<file path="src/rtl/tg_pkg.sv">
package tg_pkg;
  parameter int ADDR_W  = 3;
  parameter int STAMP_W = 6;
  parameter int WORD_W  = ADDR_W + STAMP_W;

  typedef enum logic [1:0] {
    MODE_RAND = 2'd0,
    MODE_PAT  = 2'd1,
    MODE_ECHO = 2'd2,
    MODE_OFF  = 2'd3
  } tg_mode_e;

  typedef struct packed {
    logic loadRand;
    logic loadPat;
    logic loadEcho;
    logic send;
    logic push;
    logic seedWr;
    logic patWr;
  } tg_strobe_t;

  function automatic logic [ADDR_W-1:0] lfsrNext(input logic [ADDR_W-1:0] s);
    return {s[1:0], s[2] ^ s[1]};
  endfunction
endpackage

</file>
<file path="src/rtl/tg_ctrl.sv">
module tg_ctrl
  import tg_pkg::*;
#(
  parameter int GAP_W = STAMP_W
) (
  input  logic             clk,
  input  logic             rstN,
  input  logic             cfgWrEn,
  input  logic [1:0]       cfgAddr,
  input  logic [GAP_W-1:0] cfgData,
  input  logic             rxValid,
  input  logic             txStall,
  input  logic             pendValid,
  input  logic             qEmpty,
  input  logic             qFull,
  output logic             rxStall,
  output tg_strobe_t       strobe
);
  logic             runReg;
  tg_mode_e         modeReg;
  logic [GAP_W-1:0] gapReg;
  logic [GAP_W-1:0] paceCnt;
  logic             fire, slotFree, canGo, anyLoad;

  always_comb begin
    fire     = pendValid && !txStall;
    slotFree = !pendValid || fire;
    canGo    = runReg && (paceCnt == '0) && slotFree && !cfgWrEn;
    strobe.send     = fire;
    strobe.loadRand = canGo && (modeReg == MODE_RAND);
    strobe.loadPat  = canGo && (modeReg == MODE_PAT);
    strobe.loadEcho = canGo && (modeReg == MODE_ECHO) && !qEmpty;
    strobe.push     = (modeReg == MODE_ECHO) && rxValid && !qFull;
    strobe.seedWr   = cfgWrEn && (cfgAddr == 2'd2);
    strobe.patWr    = cfgWrEn && (cfgAddr == 2'd3);
    anyLoad  = strobe.loadRand || strobe.loadPat || strobe.loadEcho;
    rxStall  = (modeReg == MODE_ECHO) && qFull;
  end

  always_ff @(posedge clk) begin
    if (!rstN) begin
      runReg  <= 1'b0;
      modeReg <= MODE_RAND;
      gapReg  <= '0;
      paceCnt <= '0;
    end else begin
      if (cfgWrEn && cfgAddr == 2'd0) begin
        runReg  <= cfgData[0];
        modeReg <= tg_mode_e'(cfgData[2:1]);
      end
      if (cfgWrEn && cfgAddr == 2'd1) gapReg <= cfgData;
      if (anyLoad)                paceCnt <= gapReg;
      else if (paceCnt != '0)     paceCnt <= paceCnt - 1'b1;
    end
  end

  // a nonzero gap forbids back-to-back packet formation
  assert_pace_gap_R9: assert property (@(posedge clk) disable iff (!rstN)
    (anyLoad && gapReg != '0) |=> !(strobe.loadRand || strobe.loadPat || strobe.loadEcho));

  // receive stall only ever raised in echo mode
  assert_rxstall_mode_R8: assert property (@(posedge clk) disable iff (!rstN)
    rxStall |-> (modeReg == MODE_ECHO && !strobe.push));
endmodule

</file>
<file path="src/rtl/tg_datapath.sv">
module tg_datapath
  import tg_pkg::*;
#(
  parameter int PAT_DEPTH  = 8,
  parameter int ECHO_DEPTH = 4
) (
  input  logic              clk,
  input  logic              rstN,
  input  tg_strobe_t        strobe,
  input  logic [ADDR_W-1:0] cfgVal,
  input  logic [ADDR_W-1:0] rxSrc,
  output logic              pendValid,
  output logic [WORD_W-1:0] pendWord,
  output logic              qEmpty,
  output logic              qFull
);
  localparam int PTR_W = (ECHO_DEPTH > 1) ? $clog2(ECHO_DEPTH) : 1;
  localparam int CNT_W = $clog2(ECHO_DEPTH + 1);

  logic [STAMP_W-1:0] tsCnt;
  logic [ADDR_W-1:0]  lfsrQ;
  logic [ADDR_W-1:0]  patQ [PAT_DEPTH];
  logic [WORD_W-1:0]  echoMem [ECHO_DEPTH];
  logic [PTR_W-1:0]   rdPtr, wrPtr;
  logic [CNT_W-1:0]   qCount;

  assign qEmpty = (qCount == '0);
  assign qFull  = (qCount == CNT_W'(ECHO_DEPTH));

  // time base
  always_ff @(posedge clk) begin
    if (!rstN) tsCnt <= '0;
    else       tsCnt <= tsCnt + 1'b1;
  end

  // random destination source
  always_ff @(posedge clk) begin
    if (!rstN)                              lfsrQ <= ADDR_W'(1);
    else if (strobe.seedWr && cfgVal != '0) lfsrQ <= cfgVal;
    else if (strobe.loadRand)               lfsrQ <= lfsrNext(lfsrQ);
  end

  // programmed destination sequence: rotate on use, shift in on write
  generate
    for (genvar i = 0; i < PAT_DEPTH; i++) begin : g_pat
      always_ff @(posedge clk) begin
        if (!rstN) patQ[i] <= '0;
        else if (strobe.loadPat || strobe.patWr) begin
          if (i == PAT_DEPTH - 1) patQ[i] <= strobe.patWr ? cfgVal : patQ[0];
          else                    patQ[i] <= patQ[(i + 1) % PAT_DEPTH];
        end
      end
    end
  endgenerate

  // echo request queue
  always_ff @(posedge clk) begin
    if (!rstN) begin
      rdPtr  <= '0;
      wrPtr  <= '0;
      qCount <= '0;
    end else begin
      if (strobe.push) begin
        echoMem[wrPtr] <= {rxSrc, tsCnt};
        wrPtr <= (wrPtr == PTR_W'(ECHO_DEPTH - 1)) ? '0 : wrPtr + 1'b1;
      end
      if (strobe.loadEcho)
        rdPtr <= (rdPtr == PTR_W'(ECHO_DEPTH - 1)) ? '0 : rdPtr + 1'b1;
      case ({strobe.push, strobe.loadEcho})
        2'b10:   qCount <= qCount + 1'b1;
        2'b01:   qCount <= qCount - 1'b1;
        default: qCount <= qCount;
      endcase
    end
  end

  // output register
  always_ff @(posedge clk) begin
    if (!rstN) begin
      pendValid <= 1'b0;
      pendWord  <= '0;
    end else begin
      if (strobe.send) pendValid <= 1'b0;
      if (strobe.loadRand) begin
        pendValid <= 1'b1;
        pendWord  <= {lfsrQ, tsCnt};
      end else if (strobe.loadPat) begin
        pendValid <= 1'b1;
        pendWord  <= {patQ[0], tsCnt};
      end else if (strobe.loadEcho) begin
        pendValid <= 1'b1;
        pendWord  <= echoMem[rdPtr];
      end
    end
  end

  // a stalled word is held unchanged
  assert_stall_hold_R2: assert property (@(posedge clk) disable iff (!rstN)
    (pendValid && !strobe.send) |=> (pendValid && $stable(pendWord)));

  // queue never written beyond capacity
  assert_no_overflow_R8: assert property (@(posedge clk) disable iff (!rstN)
    strobe.push |-> (qCount < CNT_W'(ECHO_DEPTH)));

  // LFSR never reaches the all-zero lock state
  assert_lfsr_live_R5: assert property (@(posedge clk) disable iff (!rstN)
    lfsrQ != '0);

  // time base advances by one each cycle
  assert_ts_step_R4: assert property (@(posedge clk) disable iff (!rstN)
    1'b1 |=> (tsCnt == $past(tsCnt) + 1'b1));
endmodule

</file>
<file path="src/rtl/traffic_sender.sv">
module traffic_sender
  import tg_pkg::*;
#(
  parameter int PAT_DEPTH  = 8,
  parameter int ECHO_DEPTH = 4
) (
  input  logic              clk,
  input  logic              rstN,
  input  logic              cfgWrEn,
  input  logic [1:0]        cfgAddr,
  input  logic [STAMP_W-1:0] cfgData,
  input  logic              rxValid,
  input  logic [ADDR_W-1:0] rxSrc,
  output logic              rxStall,
  output logic              txValid,
  output logic [WORD_W-1:0] txData,
  input  logic              txStall
);
  tg_strobe_t strobe;
  logic       qEmpty, qFull;

  tg_ctrl #(.GAP_W(STAMP_W)) u_ctrl (
    .clk(clk), .rstN(rstN), .cfgWrEn(cfgWrEn), .cfgAddr(cfgAddr),
    .cfgData(cfgData), .rxValid(rxValid), .txStall(txStall),
    .pendValid(txValid), .qEmpty(qEmpty), .qFull(qFull),
    .rxStall(rxStall), .strobe(strobe)
  );

  tg_datapath #(.PAT_DEPTH(PAT_DEPTH), .ECHO_DEPTH(ECHO_DEPTH)) u_dp (
    .clk(clk), .rstN(rstN), .strobe(strobe), .cfgVal(cfgData[ADDR_W-1:0]),
    .rxSrc(rxSrc), .pendValid(txValid), .pendWord(txData),
    .qEmpty(qEmpty), .qFull(qFull)
  );
endmodule

</file>
<file path="config.mk">
export PLATFORM = sky130hd
export DESIGN_NAME = traffic_sender
export DESIGN_NICKNAME = d
export VERILOG_FILES = /design/src/rtl/tg_pkg.sv /design/src/rtl/tg_ctrl.sv /design/src/rtl/tg_datapath.sv /design/src/rtl/traffic_sender.sv
export SDC_FILE = /design/constraint.sdc
export NUM_CORES = 1
export LEC_CHECK = 0
export ABC_AREA = 1
export BUFFER_PORTS_ARGS = -buffer_cell sky130_fd_sc_hd__buf_4
export CORE_ASPECT_RATIO = 2
export CORE_MARGIN = 4
export CORE_UTILIZATION = 25
export CTS_CLUSTER_SIZE = 12
export DETAILED_ROUTE_END_ITERATION = 10
export GPL_TIMING_DRIVEN = 0
export SYNTH_ARGS = -nofsm -noshare
export SYNTH_HDL_FRONTEND = slang
export SYNTH_SLANG_ARGS = --single-unit
</file>
<file path="constraint.sdc">
create_clock -name clk -period 3.1 [get_ports clk]
set_clock_uncertainty 0.1 [all_clocks]
set_input_delay 0.465 -clock clk [delete_from_list [all_inputs] [get_ports clk]]
set_output_delay 0.465 -clock clk [all_outputs]
set_load 0.05 [all_outputs]
</file>
# Word-level counts from Yosys, hierarchy flattened
# Memories as Yosys holds them, arrays and structs flattened. A register that Yosys moved wholly into a read port is not among the register bits.
# Index checks and enable logic that the tools add are counted.
[word_totals]
word_cells = 106
n_memories = 2
out_inout_bits = 11
ram_bits = 60
regBits = 41
input_bits = 16
[memory_table]
columns = ["memory", "depth", "word_bits", "read_ports", "rd_clocked_by_memory_dff", "write_ports", "line", "source"]
rows = [
  ["u_dp.echoMem", 4, 9, 1, 1, 1, "tg_datapath.sv:23", "logic [WORD_W-1:0] echoMem [ECHO_DEPTH];"],
  ["u_dp.patQ", 8, 3, 8, 0, 8, "tg_datapath.sv:22", "logic [ADDR_W-1:0] patQ [PAT_DEPTH];"],
]
[op_classes]
eq_ne = 10
addsub = 6
n_bitwise = 9
reduce_logical = 36
mux = 32
[ops]
columns = ["operator", "n"]
rows = [
  ["2-to-1 mux 3 bit", 11],
  ["2-to-1 mux 9 bit", 3],
  ["logical AND 1 bit", 16],
  ["== test 2 bit, second input constant", 6],
  ["2-to-1 mux 6 bit", 2],
  ["2-to-1 mux 1 bit", 11],
  ["2-to-1 mux 2 bit", 4],
  ["OR 1 bit", 8],
  ["adder 6 x 1 -> 6 bit, second input constant", 1],
  ["== test 2 x 1 -> 1 bit, second input constant", 3],
  ["logical NOT 6 bit", 1],
  ["one-hot mux 3 bit (2 select lines)", 1],
  ["nonzero test 2 bit", 3],
  ["nonzero test 3 bit", 2],
  ["nonzero test 6 bit", 1],
  ["subtractor 6 x 1 -> 6 bit, second input constant", 1],
  ["logical NOT 1 bit", 5],
  ["adder 2 x 1 -> 2 bit, second input constant", 2],
  ["logical NOT 2 bit", 2],
  ["logical OR 1 bit", 4],
  ["nonzero test 4 bit", 1],
  ["adder 3 x 1 -> 3 bit, second input constant", 1],
  ["== test 3 bit, second input constant", 1],
  ["logical NOT 3 bit", 1],
  ["other kinds (2)", 2],
]

# Longest topological paths before layout
# Gate-level depths: netlist of run 1.
[logic_depth]
ltp_word = 11
ltp_mapped = 13
ltp_nobuf = 13

# By module
# Synthesis of run 1 repeated with hierarchy kept, for this count alone.
[hier_totals]
cells_unflattened = 476
hier_area_um2 = 4494.3
[by_module_without_submodules]
columns = ["module", "seq_area_each_um2", "area_per_inst_um2", "n_inst", "cells_each"]
rows = [
  ["tg_datapath", 2362.3, 3643.5, 1, 356],
  ["tg_ctrl", 300.3, 850.8, 1, 120],
]

# Least setup slack after synthesis of run 1
# No wires, ideal clock.
[synth_path]
kind = "reg2reg"
start = "reg u_dp.pendValid"
end = "reg u_dp.qCount[2]"
setup_time_ps = 122
period_less_slack_ps = 2314
required_time_ps = 2878
arrival_time_ps = 2092
setup_slack_ps = 786
n_path_buf = 0
path_stages_with_launch = 13
path_cell_list = "dfxtp_1 -> nand2_1 -> nand3_2 -> nor2_8 -> nand2_4 -> inv_1 -> ha_1 -> inv_1 -> fa_1 -> a21oi_1 -> o21ai_0 -> o21ai_0 -> a21oi_1"
[synth_rtl]
columns = ["item", "line", "source"]
rows = [
  ["start: declaration", "tg_datapath.sv:12", "output logic pendValid,"],
  ["start signal: assignment", "tg_datapath.sv:80", "pendValid <= 1'b0;"],
  ["start signal: assignment", "tg_datapath.sv:83", "if (strobe.send) pendValid <= 1'b0;"],
  ["start signal: assignment", "tg_datapath.sv:85", "pendValid <= 1'b1;"],
  ["end signal: assignment", "tg_datapath.sv:70", "2'b10: qCount <= qCount + 1'b1;"],
  ["end signal: assignment", "tg_datapath.sv:71", "2'b01: qCount <= qCount - 1'b1;"],
  ["end signal: assignment", "tg_datapath.sv:72", "default: qCount <= qCount;"],
  ["end: declaration", "tg_datapath.sv:25", "logic [CNT_W-1:0] qCount;"],
]

==> results summary, run 1 <==
Of the total power, the share spent switching nets is 0.2658. The slew at the pin closest to its max-slew limit is 1.101 ns. Buffers placed on the I/O ports in this run total 26. Derived from the worst setup path, the maximum achievable clock frequency is 386.7 MHz. In the final layout, the share of cells above drive strength 1 is 0.1723. The met2 track demand over resource in global routing came out at 0.1938.

The net count after synthesis came out at 490. The worst hold path belongs to the class in2reg. Counting along the longest clock path gives a buffer depth of 2. The arrival time at the worst endpoint is between 2 and 3 ns. From synthesis to final layout, the design area changed by 16.37%. The detailed-route via count came out at just over 3000. The net switching power figure is 0.0008304 W. Of the total power, registers draw 0.503. The first-pass GRT wire length is around 15000 um. TritonCTS built the clock tree. In the post-synthesis netlist, the biggest area contributors are sky130_fd_sc_hd__edfxtp_1, sky130_fd_sc_hd__dfxtp_1, sky130_fd_sc_hd__nor2_1. The clock-pin transition on the worst setup and hold timing paths is around 0.07 ns. The share of total power in the clock network is 0.347. In this run the most used layer during global routing was met2. The via count of the first global-routing pass is ~3200. The mean number of vias per cell came out at 4.243. The final RePlAce weighted congestion is 0.7865. Setup violations remaining at the end of the flow were counted as 0. Of the synthesized area, sequential elements account for 0.5786.

The cell-internal power came out at 0.002293 W. The number of gates given a new drive strength after cts is 0. Following the worst setup path forward leads to its endpoint at u_dp.qCount[2]$_SDFFE_PN0P_. The run finished with clean final reports. The number of levels in the clock H-tree came out at 3.

The number of iterations in the first detailed-routing pass is 4. During synthesis, Yosys emitted a total of 0 warnings. The post-detailed-placement half-perimeter wirelength is about 7000 um. The share of the clock period used by the worst path is 0.8341. The final critical path time including I/O delays and setup came out at about 2.6 ns.

The area of the core came out at between 15000 and 20000 um^2. The violation count after the first detailed-routing iteration is between 100 and 150. The area of the mapped netlist came out at roughly 4600 um^2. The max-slew violation count is 0.

Summed over all failing endpoints, the final setup total negative slack is 0 ns. STA classifies the critical path endpoint as a flip-flop. The worst voltage drop across the vdd grid is 0.2690 mV. The per-instance average area after synthesis is 9.918 um^2. The setup check on the worst reg-to-reg path leaves a slack of between 0.5 and 0.6 ns.

The number of instances in the synthesized netlist is 464. The I/O pin count came out at 27. The global-route met1 utilization came out at 0.08599.

The total overflow reported by the global router came out at 0. Along the worst path, the maximum fanout reaches 10. The antenna cell count is 0.

The number of antenna violations at the first check in global routing came out at 0. Row generation in the floorplan step produced 70 rows. The post-synthesis register bit count came out at between 100 and 150. The hold violation total from the final report came out at 0. The critical path starts at u_ctrl.paceCnt[0]$_SDFFE_PN0P_. The die span in y is between 150 and 200 um. For this configuration, the core starts out at a cell density of 0.2526. The cell at the root of the clock tree is sky130_fd_sc_hd__clkbuf_16.

The combinational power share is 0.150. The cell area power density is 583.3 nW/um^2. The total wirelength of the detailed-routed design is 9254 um. The detail route stage leaves a number of antenna-violating nets equal to 0. The final routed wire length divided by cell count came out at 12.83 um. The depth of the worst register-to-register path came out at 13. The number of DRC violations after detailed routing came out at 0. The number of max-capacitance violations reported came out at 0. Buffers inserted during clock tree synthesis total 9. The post-CTS setup repair buffer count came out at 0. The post-cts hold buffer count came out at 0. The power after layout came out at 0.003124 W. The critical path is of the reg2reg type. CTS saw ~100 sinks. In the global route stage, met3 resource usage came out at 0.01641. Summed over all instances, the cell type with the most area after synthesis is sky130_fd_sc_hd__edfxtp_1.

The reported leakage power came out at ~2.1 nW. The global-route usage over all layers came out at 0.09412. The insertion delay of the later-clocked pin in the worst-skew pair is 0.34 ns.

The count of distinct cell types in the synthesized netlist came out at 32. The largest net degree at the start of global routing is 25. The share of the synthesized area in the top cell type came out at 0.3915. The net count of the finished layout is 527. The floorplan die width is approximately 100 um. In this run the critical register-to-register path is launched from u_ctrl.paceCnt[0]$_SDFFE_PN0P_. The total die area came out at 20770 um^2. The worst setup path is launched from a flip-flop. The relative max-transition margin is 0.2642. Setup repair after global routing left no endpoint under its margin. In this run the critical register-to-register path is captured at u_dp.qCount[2]$_SDFFE_PN0P_. The data required time of the critical path came out at 3.23 ns.
[power groups by stage]
stage / clock, W / sequential, W / combinational (W)
after detailed placement: 0 / 0.00160 / 0.000474
after global routing: 0.00116 / 0.00158 / 0.000537
after floorplan: 0 / 0.00161 / 0.000361
after CTS: 0.00112 / 0.00157 / 0.000479
after global placement: 0 / 0.00160 / 0.000472
final: 0.00108 / 0.00157 / 0.000469
[synth_stat cells]
library cell / number
sky130_fd_sc_hd__nor2_1: 66
sky130_fd_sc_hd__edfxtp_1: 60
sky130_fd_sc_hd__inv_1: 59
sky130_fd_sc_hd__nand2_1: 58
sky130_fd_sc_hd__o21ai_0: 46
sky130_fd_sc_hd__dfxtp_1: 43
sky130_fd_sc_hd__a21oi_1: 28
sky130_fd_sc_hd__nor2_4: 21
sky130_fd_sc_hd__nand3_1: 17
sky130_fd_sc_hd__ha_1: 9
sky130_fd_sc_hd__o21ai_1: 9
sky130_fd_sc_hd__buf_2: 4
sky130_fd_sc_hd__clkbuf_1: 4
sky130_fd_sc_hd__nand2_4: 4
sky130_fd_sc_hd__nor3_1: 4
sky130_fd_sc_hd__xor2_1: 4
sky130_fd_sc_hd__nand2_2: 3
sky130_fd_sc_hd__nand3b_1: 3
sky130_fd_sc_hd__o22ai_1: 3
sky130_fd_sc_hd__buf_12: 2
sky130_fd_sc_hd__inv_2: 2
sky130_fd_sc_hd__nand3_4: 2
sky130_fd_sc_hd__nor2_2: 2
sky130_fd_sc_hd__or2_2: 2
sky130_fd_sc_hd__xnor2_1: 2
sky130_fd_sc_hd__buf_6: 1
sky130_fd_sc_hd__fa_1: 1
sky130_fd_sc_hd__nand3_2: 1
sky130_fd_sc_hd__nand4_1: 1
sky130_fd_sc_hd__nor2_8: 1
sky130_fd_sc_hd__nor4_1: 1
sky130_fd_sc_hd__o21ai_2: 1
[final cells by class]
type                    count  area [um^2]
inverters                  61        229.0
clock buffers              10        250.2
repair buffers             26        195.2
fillers                  1917        12860
plain buffers              11        86.33
multi-input cells         289         1624
flip-flops and latches    103         2663
clock inverters             5        37.54
well taps                 216        270.3
[state kept, by name (all words and copies together) (netlist names), named ones only]
signal          count
u_ctrl.gapReg       6
u_ctrl.modeReg      2
u_ctrl.paceCnt      6
u_ctrl.runReg       1
u_dp.echoMem       36
u_dp.lfsrQ          3
u_dp.patQ          24
u_dp.pendValid      1
u_dp.pendWord       9
u_dp.qCount         3
u_dp.rdPtr          2
u_dp.tsCnt          6
u_dp.wrPtr          2
[layer usage]
layer | vias up | share of wire
met5 | - | 0
met3 | 14 | 0.028
met2 | 42 | 0.58
met1 | 1414 | 0.37
li1 | 1589 | -
met4 | 0 | 0.027
[logic make-up (layout without fill, tap and decap cells)]
logic type,Yosys count,after routing,share of synthesized area
AOI/OAI and AO/OA,87,87,0.09625
adders and majority gates,10,10,0.02882
xor gates and xnor gates,6,6,0.01142
buffers and inverters,72,113,0.06851
and+or+nand+nor,186,186,0.2164
DFF,103,103,0.5786
[cell usage in the layout, fill, tap and decap left out, types with 3 or more instances in the layout]
cell / netlist / final
sky130_fd_sc_hd__inv_1: 59 / 59
sky130_fd_sc_hd__ha_1: 9 / 9
sky130_fd_sc_hd__nand2_1: 58 / 58
sky130_fd_sc_hd__xor2_1: 4 / 4
sky130_fd_sc_hd__clkbuf_1: 4 / 4
sky130_fd_sc_hd__a21oi_1: 28 / 28
sky130_fd_sc_hd__nor2_4: 21 / 21
sky130_fd_sc_hd__nand2_2: 3 / 3
sky130_fd_sc_hd__clkbuf_16: 0 / 10
sky130_fd_sc_hd__o22ai_1: 3 / 3
sky130_fd_sc_hd__dfxtp_1: 43 / 43
sky130_fd_sc_hd__buf_2: 4 / 4
sky130_fd_sc_hd__nand2_4: 4 / 4
sky130_fd_sc_hd__buf_4: 0 / 26
sky130_fd_sc_hd__nor2_1: 66 / 66
sky130_fd_sc_hd__o21ai_0: 46 / 46
sky130_fd_sc_hd__o21ai_1: 9 / 9
sky130_fd_sc_hd__nand3_1: 17 / 17
sky130_fd_sc_hd__edfxtp_1: 60 / 60
sky130_fd_sc_hd__nor3_1: 4 / 4
sky130_fd_sc_hd__nand3b_1: 3 / 3
[how the worst min path moves through the flow]
stage,from,end,slack (ns),cells after the start
5_1_grt,rxSrc[1],u_dp.echoMem[2][7]$_DFFE_PP_,0.21,1
2_1_floorplan,u_ctrl.gapReg[3]$_SDFFE_PN0P_,u_ctrl.gapReg[3]$_SDFFE_PN0P_,0.33,2
6_report,rxSrc[1],u_dp.echoMem[2][7]$_DFFE_PP_,0.23,1
3_3_place_gp,u_ctrl.gapReg[2]$_SDFFE_PN0P_,u_ctrl.paceCnt[2]$_SDFFE_PN0P_,0.34,2
3_5_place_dp,u_ctrl.gapReg[2]$_SDFFE_PN0P_,u_ctrl.paceCnt[2]$_SDFFE_PN0P_,0.35,2
4_1_cts,rxSrc[1],u_dp.echoMem[3][7]$_DFFE_PP_,0.21,1
[metrics by stage]
| step | setup slack, ns | hold slack (ns) | instance area [um^2] | util | instances |
|---|---|---|---|---|---|
| 6_report | 0.5142 | 0.2280 | 5355 | 0.2940 | 721 |
| 5_1_grt | 0.2833 | 0.2117 | 5355 | 0.2940 | 721 |
| 4_1_cts | 0.4927 | 0.2108 | 5355 | 0.2940 | 721 |
| 3_5_place_dp | 0.3607 | 0.3477 | 5067 | 0.2782 | 706 |
| 3_3_place_gp | 0.3819 | 0.3425 | 5067 | 0.2782 | 706 |
| 2_1_floorplan | 0.7858 | 0.3298 | 4602 | - | 464 |
[critical path, stage by stage (launching register included)]
cell and delay, ns:
sky130_fd_sc_hd__dfxtp_1 0.32, sky130_fd_sc_hd__inv_1 0.12, sky130_fd_sc_hd__ha_1 0.23, sky130_fd_sc_hd__nand3_4 0.14, sky130_fd_sc_hd__nor2_8 0.22, sky130_fd_sc_hd__nand2_4 0.09
sky130_fd_sc_hd__inv_1 0.16, sky130_fd_sc_hd__ha_1 0.17, sky130_fd_sc_hd__inv_1 0.06, sky130_fd_sc_hd__fa_1 0.38, sky130_fd_sc_hd__a21oi_1 0.14, sky130_fd_sc_hd__o21ai_0 0.12
sky130_fd_sc_hd__o21ai_0 0.16, sky130_fd_sc_hd__a21oi_1 0.06
(Power assumes the default switching activity.)
==> run 2, diff against run 1 <==
clock period = 2.19 ns   (was 3.1 ns; I/O delays follow)
==> run 2 against run 1 <==
  * First-iteration DRC count rose by 8.2%
  * Critical path type unchanged
  * Die area did not move
  * Critical path depth did not move
  * Register-to-register slack got worse by 0.46 ns
  * Sequential share of layout area fell by 1.1 points
  * Sequential power rose by 42%
  * Highest routed layer unchanged
  * Global-route usage rose by 0.29 points
  * Final cell count rose by 0.83%
==> results summary, run 2 (synthesized netlist as in run 1, its figures left out) <==
The depth of the worst register-to-register path came out at 13. The number of antenna violations at the first check in global routing is 0. In this run the clock root is driven by a sky130_fd_sc_hd__clkbuf_16. The final critical path time including I/O delays and setup is 2.134 ns. STA puts the critical path data required time at 2.32 ns.

The count of non-filler cells in the finished layout came out at 727. The area growth from synthesis to layout came out at 19.17%. The net switching power figure is 0.001234 W. The power share of the sequential group is 0.483. The peak fanout along the critical path is 3.

Leaving out fill and tap cells, the most frequent cell in the layout is sky130_fd_sc_hd__nor2_1. The clock drives a little over 100 sinks. The share of cells above drive strength 1 is 0.2172.

The number of flip-flops in the largest register came out at 36. The number of endpoints failing setup at the final stage is 0. No sink is reached through more buffers than the 2 on the longest clock path.

The number of buffers inserted during clock tree synthesis is 9. The number of max-capacitance violations reported came out at 0. The arrival time at the worst endpoint is 2.27 ns. The number of cell rows came out at 70. The endpoint of the worst-slack reg-to-reg timing path is u_dp.qCount[2]$_SDFFE_PN0P_. The largest net degree at the start of global routing came out at 25.

The number of DRC violations after detailed routing is 0. The cell-internal power is 0.003375 W. The via count of the first global-routing pass came out at 3149.

The number of levels in the clock H-tree came out at 3. The terminating pin of the worst hold path is u_dp.echoMem[0][7]$_DFFE_PP_. After the first detailed-routing iteration, the DRC count stood at 119. The number of iterations in the first detailed-routing pass came out at 5. The worst hold path begins at rxSrc[1]. The first-pass GRT wire length came out at about 16000 um. The die span in y is 199.9 um.

In the final layout, the registers with the most flip-flops are u_dp.echoMem: 36 flops, u_dp.patQ: 24 flops, u_dp.pendWord: 9 flops. The mean number of vias per cell is 4.254. The worst setup path is launched from a flip-flop. The detailed-route via count is 3093. The insertion delay of the later-clocked pin in the worst-skew pair is 0.35 ns.

The relative max-transition margin is 0.5968. The max-slew violation count came out at 0. Setup total negative slack on the finished layout was measured at 0 ns. Once detail routing completed, the nets flagged for antenna violations numbered 0.

For this run, the top clock speed supported by timing is about 470 MHz. Of the total power, the clock network draws 0.349. The startpoint identified for the worst register-to-register timing path is u_ctrl.paceCnt[1]$_SDFFE_PN0P_. In this run the power density over the cells is around 840 nW/um^2. The port buffer count came out at 26. The final routed wire length divided by cell count came out at 13.16 um. After clock tree synthesis, the clock-pin slew on the worst setup and hold paths is 0.07 ns. The capturing element type of the critical path is a flip-flop.

The initial core utilization is 0.2526. Setup repair after global routing could not meet its margin everywhere. The number of antenna diodes in the final layout is 0. The total die area is 20770 um^2.

The run finished with clean final reports. The post-detailed-placement half-perimeter wirelength came out at 7252 um. The path category of the worst min-delay check is in2reg. The number of placed cells counting well taps is 706.

The area of the core is 18220 um^2. By startpoint and endpoint, the worst setup path is classified as reg2reg. The final layout contains routed wiring with a total length of 9566 um.

The floorplan step set the die width to 103.9 um. The register with the most flip-flops in the final layout is u_dp.echoMem. The slack of the worst reg-to-reg path is ~0.056 ns. Along the worst hold path, the cell count comes to 1. The number of nets in the layout came out at approximately 530. For the pin with the worst max-slew slack, the measured transition is 0.6048 ns. The switching portion of total power is 0.2677. VDD sags by at most 0.3983 mV. The hold violation total from the final report is 0. Of the available clock period, the critical path in the final layout requires 0.9747. The TritonCTS clock tree is yes. The library cells used most frequently in the layout, excluding fill and tap cells, are sky130_fd_sc_hd__nor2_1, sky130_fd_sc_hd__edfxtp_1, sky130_fd_sc_hd__nand2_1.

The global-route usage over all layers is 0.09704. The I/O pin count is 27. The final RePlAce weighted congestion is 0.7736.

The combinational power share is 0.168. The reported leakage power came out at 2.129 nW. For this run the aggregate overflow at the end of global routing stands at 0.
==> run 2: cell count changes in the layout (fill, tap and decap cells not counted), moves of 3 or more <==
cell / change
sky130_fd_sc_hd__buf_4: +6
sky130_fd_sc_hd__dfxtp_1: -3
sky130_fd_sc_hd__dfxtp_2: +3
sky130_fd_sc_hd__inv_1: -4
sky130_fd_sc_hd__inv_2: +3
sky130_fd_sc_hd__nor2_1: -5
sky130_fd_sc_hd__nor2_2: +3
==> run 2: cell type report <==
cell class / instances / area (um^2)
plain buffers: 11 / 86.33
multi-input cells: 289 / 1693
flip-flops and latches: 103 / 2666
fillers: 1886 / 12730
repair buffers: 32 / 240.2
clock buffers: 9 / 225.2
inverters: 61 / 231.5
clock inverters: 6 / 71.32
well taps: 216 / 270.3
==> run 2: metrics by stage <==
step / instance area, um^2 / hold WS (ns) / total power, W / util / worst slack (ns)
2_1_floorplan: 4616 / 0.3274 / 0.002807 / - / 0.02351
3_3_place_gp: 5081 / 0.3443 / 0.002962 / 0.2789 / -0.4061
3_5_place_dp: 5081 / 0.3517 / 0.002970 / 0.2789 / -0.4516
4_1_cts: 5419 / 0.07377 / 0.004586 / 0.2975 / 0.03359
5_1_grt: 5484 / 0.07912 / 0.004835 / 0.3010 / -0.07893
6_report: 5484 / 0.08534 / 0.004609 / 0.3010 / 0.05550
==> run 2: how the worst max path moves through the flow <==
stage | depth (start not counted) | slack [ns] | from | to
3_3_place_gp | 3 | -0.41 | rstN | u_dp.patQ[2][0]$_SDFFCE_PN0P_
3_5_place_dp | 3 | -0.45 | rstN | u_dp.patQ[1][2]$_SDFFCE_PN0P_
5_1_grt | 13 | -0.08 | u_ctrl.paceCnt[0]$_SDFFE_PN0P_ | u_dp.qCount[2]$_SDFFE_PN0P_
6_report | 13 | 0.06 | u_ctrl.paceCnt[1]$_SDFFE_PN0P_ | u_dp.qCount[2]$_SDFFE_PN0P_
2_1_floorplan | 13 | 0.02 | u_ctrl.paceCnt[0]$_SDFFE_PN0P_ | u_dp.qCount[2]$_SDFFE_PN0P_
4_1_cts | 13 | 0.03 | u_ctrl.paceCnt[0]$_SDFFE_PN0P_ | u_dp.qCount[2]$_SDFFE_PN0P_
==> run 2: routing by layer <==
layer,wire length [um],share of wire,global-route usage,up-vias
met5,0,0,0,-
met4,225,0.024,0.04783,0
met2,5576,0.58,0.1994,38
met1,3612,0.38,0.09185,1431
li1,-,-,-,1611
met3,151,0.016,0.01448,13
==> run 2: critical path: stages (launching register included) <==
cell and delay, ns:
sky130_fd_sc_hd__dfxtp_2 0.34, sky130_fd_sc_hd__inv_2 0.08, sky130_fd_sc_hd__ha_4 0.14, sky130_fd_sc_hd__nand3_4 0.11, sky130_fd_sc_hd__nor2_8 0.15, sky130_fd_sc_hd__nand2_4 0.07
sky130_fd_sc_hd__inv_4 0.07, sky130_fd_sc_hd__ha_1 0.15, sky130_fd_sc_hd__inv_2 0.06, sky130_fd_sc_hd__fa_2 0.37, sky130_fd_sc_hd__a21oi_2 0.14, sky130_fd_sc_hd__o21ai_2 0.07
sky130_fd_sc_hd__o21ai_1 0.11, sky130_fd_sc_hd__a21oi_1 0.05
==> run 2: power groups by stage <==
stage	registers [W]	clock network (W)	logic, W
finish	0.00223	0.00161	0.000774
global route	0.00224	0.00172	0.000876
CTS	0.00223	0.00165	0.000709
detailed placement	0.00227	0	0.000699
global placement	0.00227	0	0.000693
floorplan	0.00228	0	0.000530
==> run 2: timing repair <==
| action | CTS | global route |
|---|---|---|
| pin swaps | 1 | 3 |
| setup buffers | 1 | 5 |
| setup endpoints to repair | 61 | 61 |
| hold buffers | 0 | 0 |
| gates resized for setup | 12 | 7 |
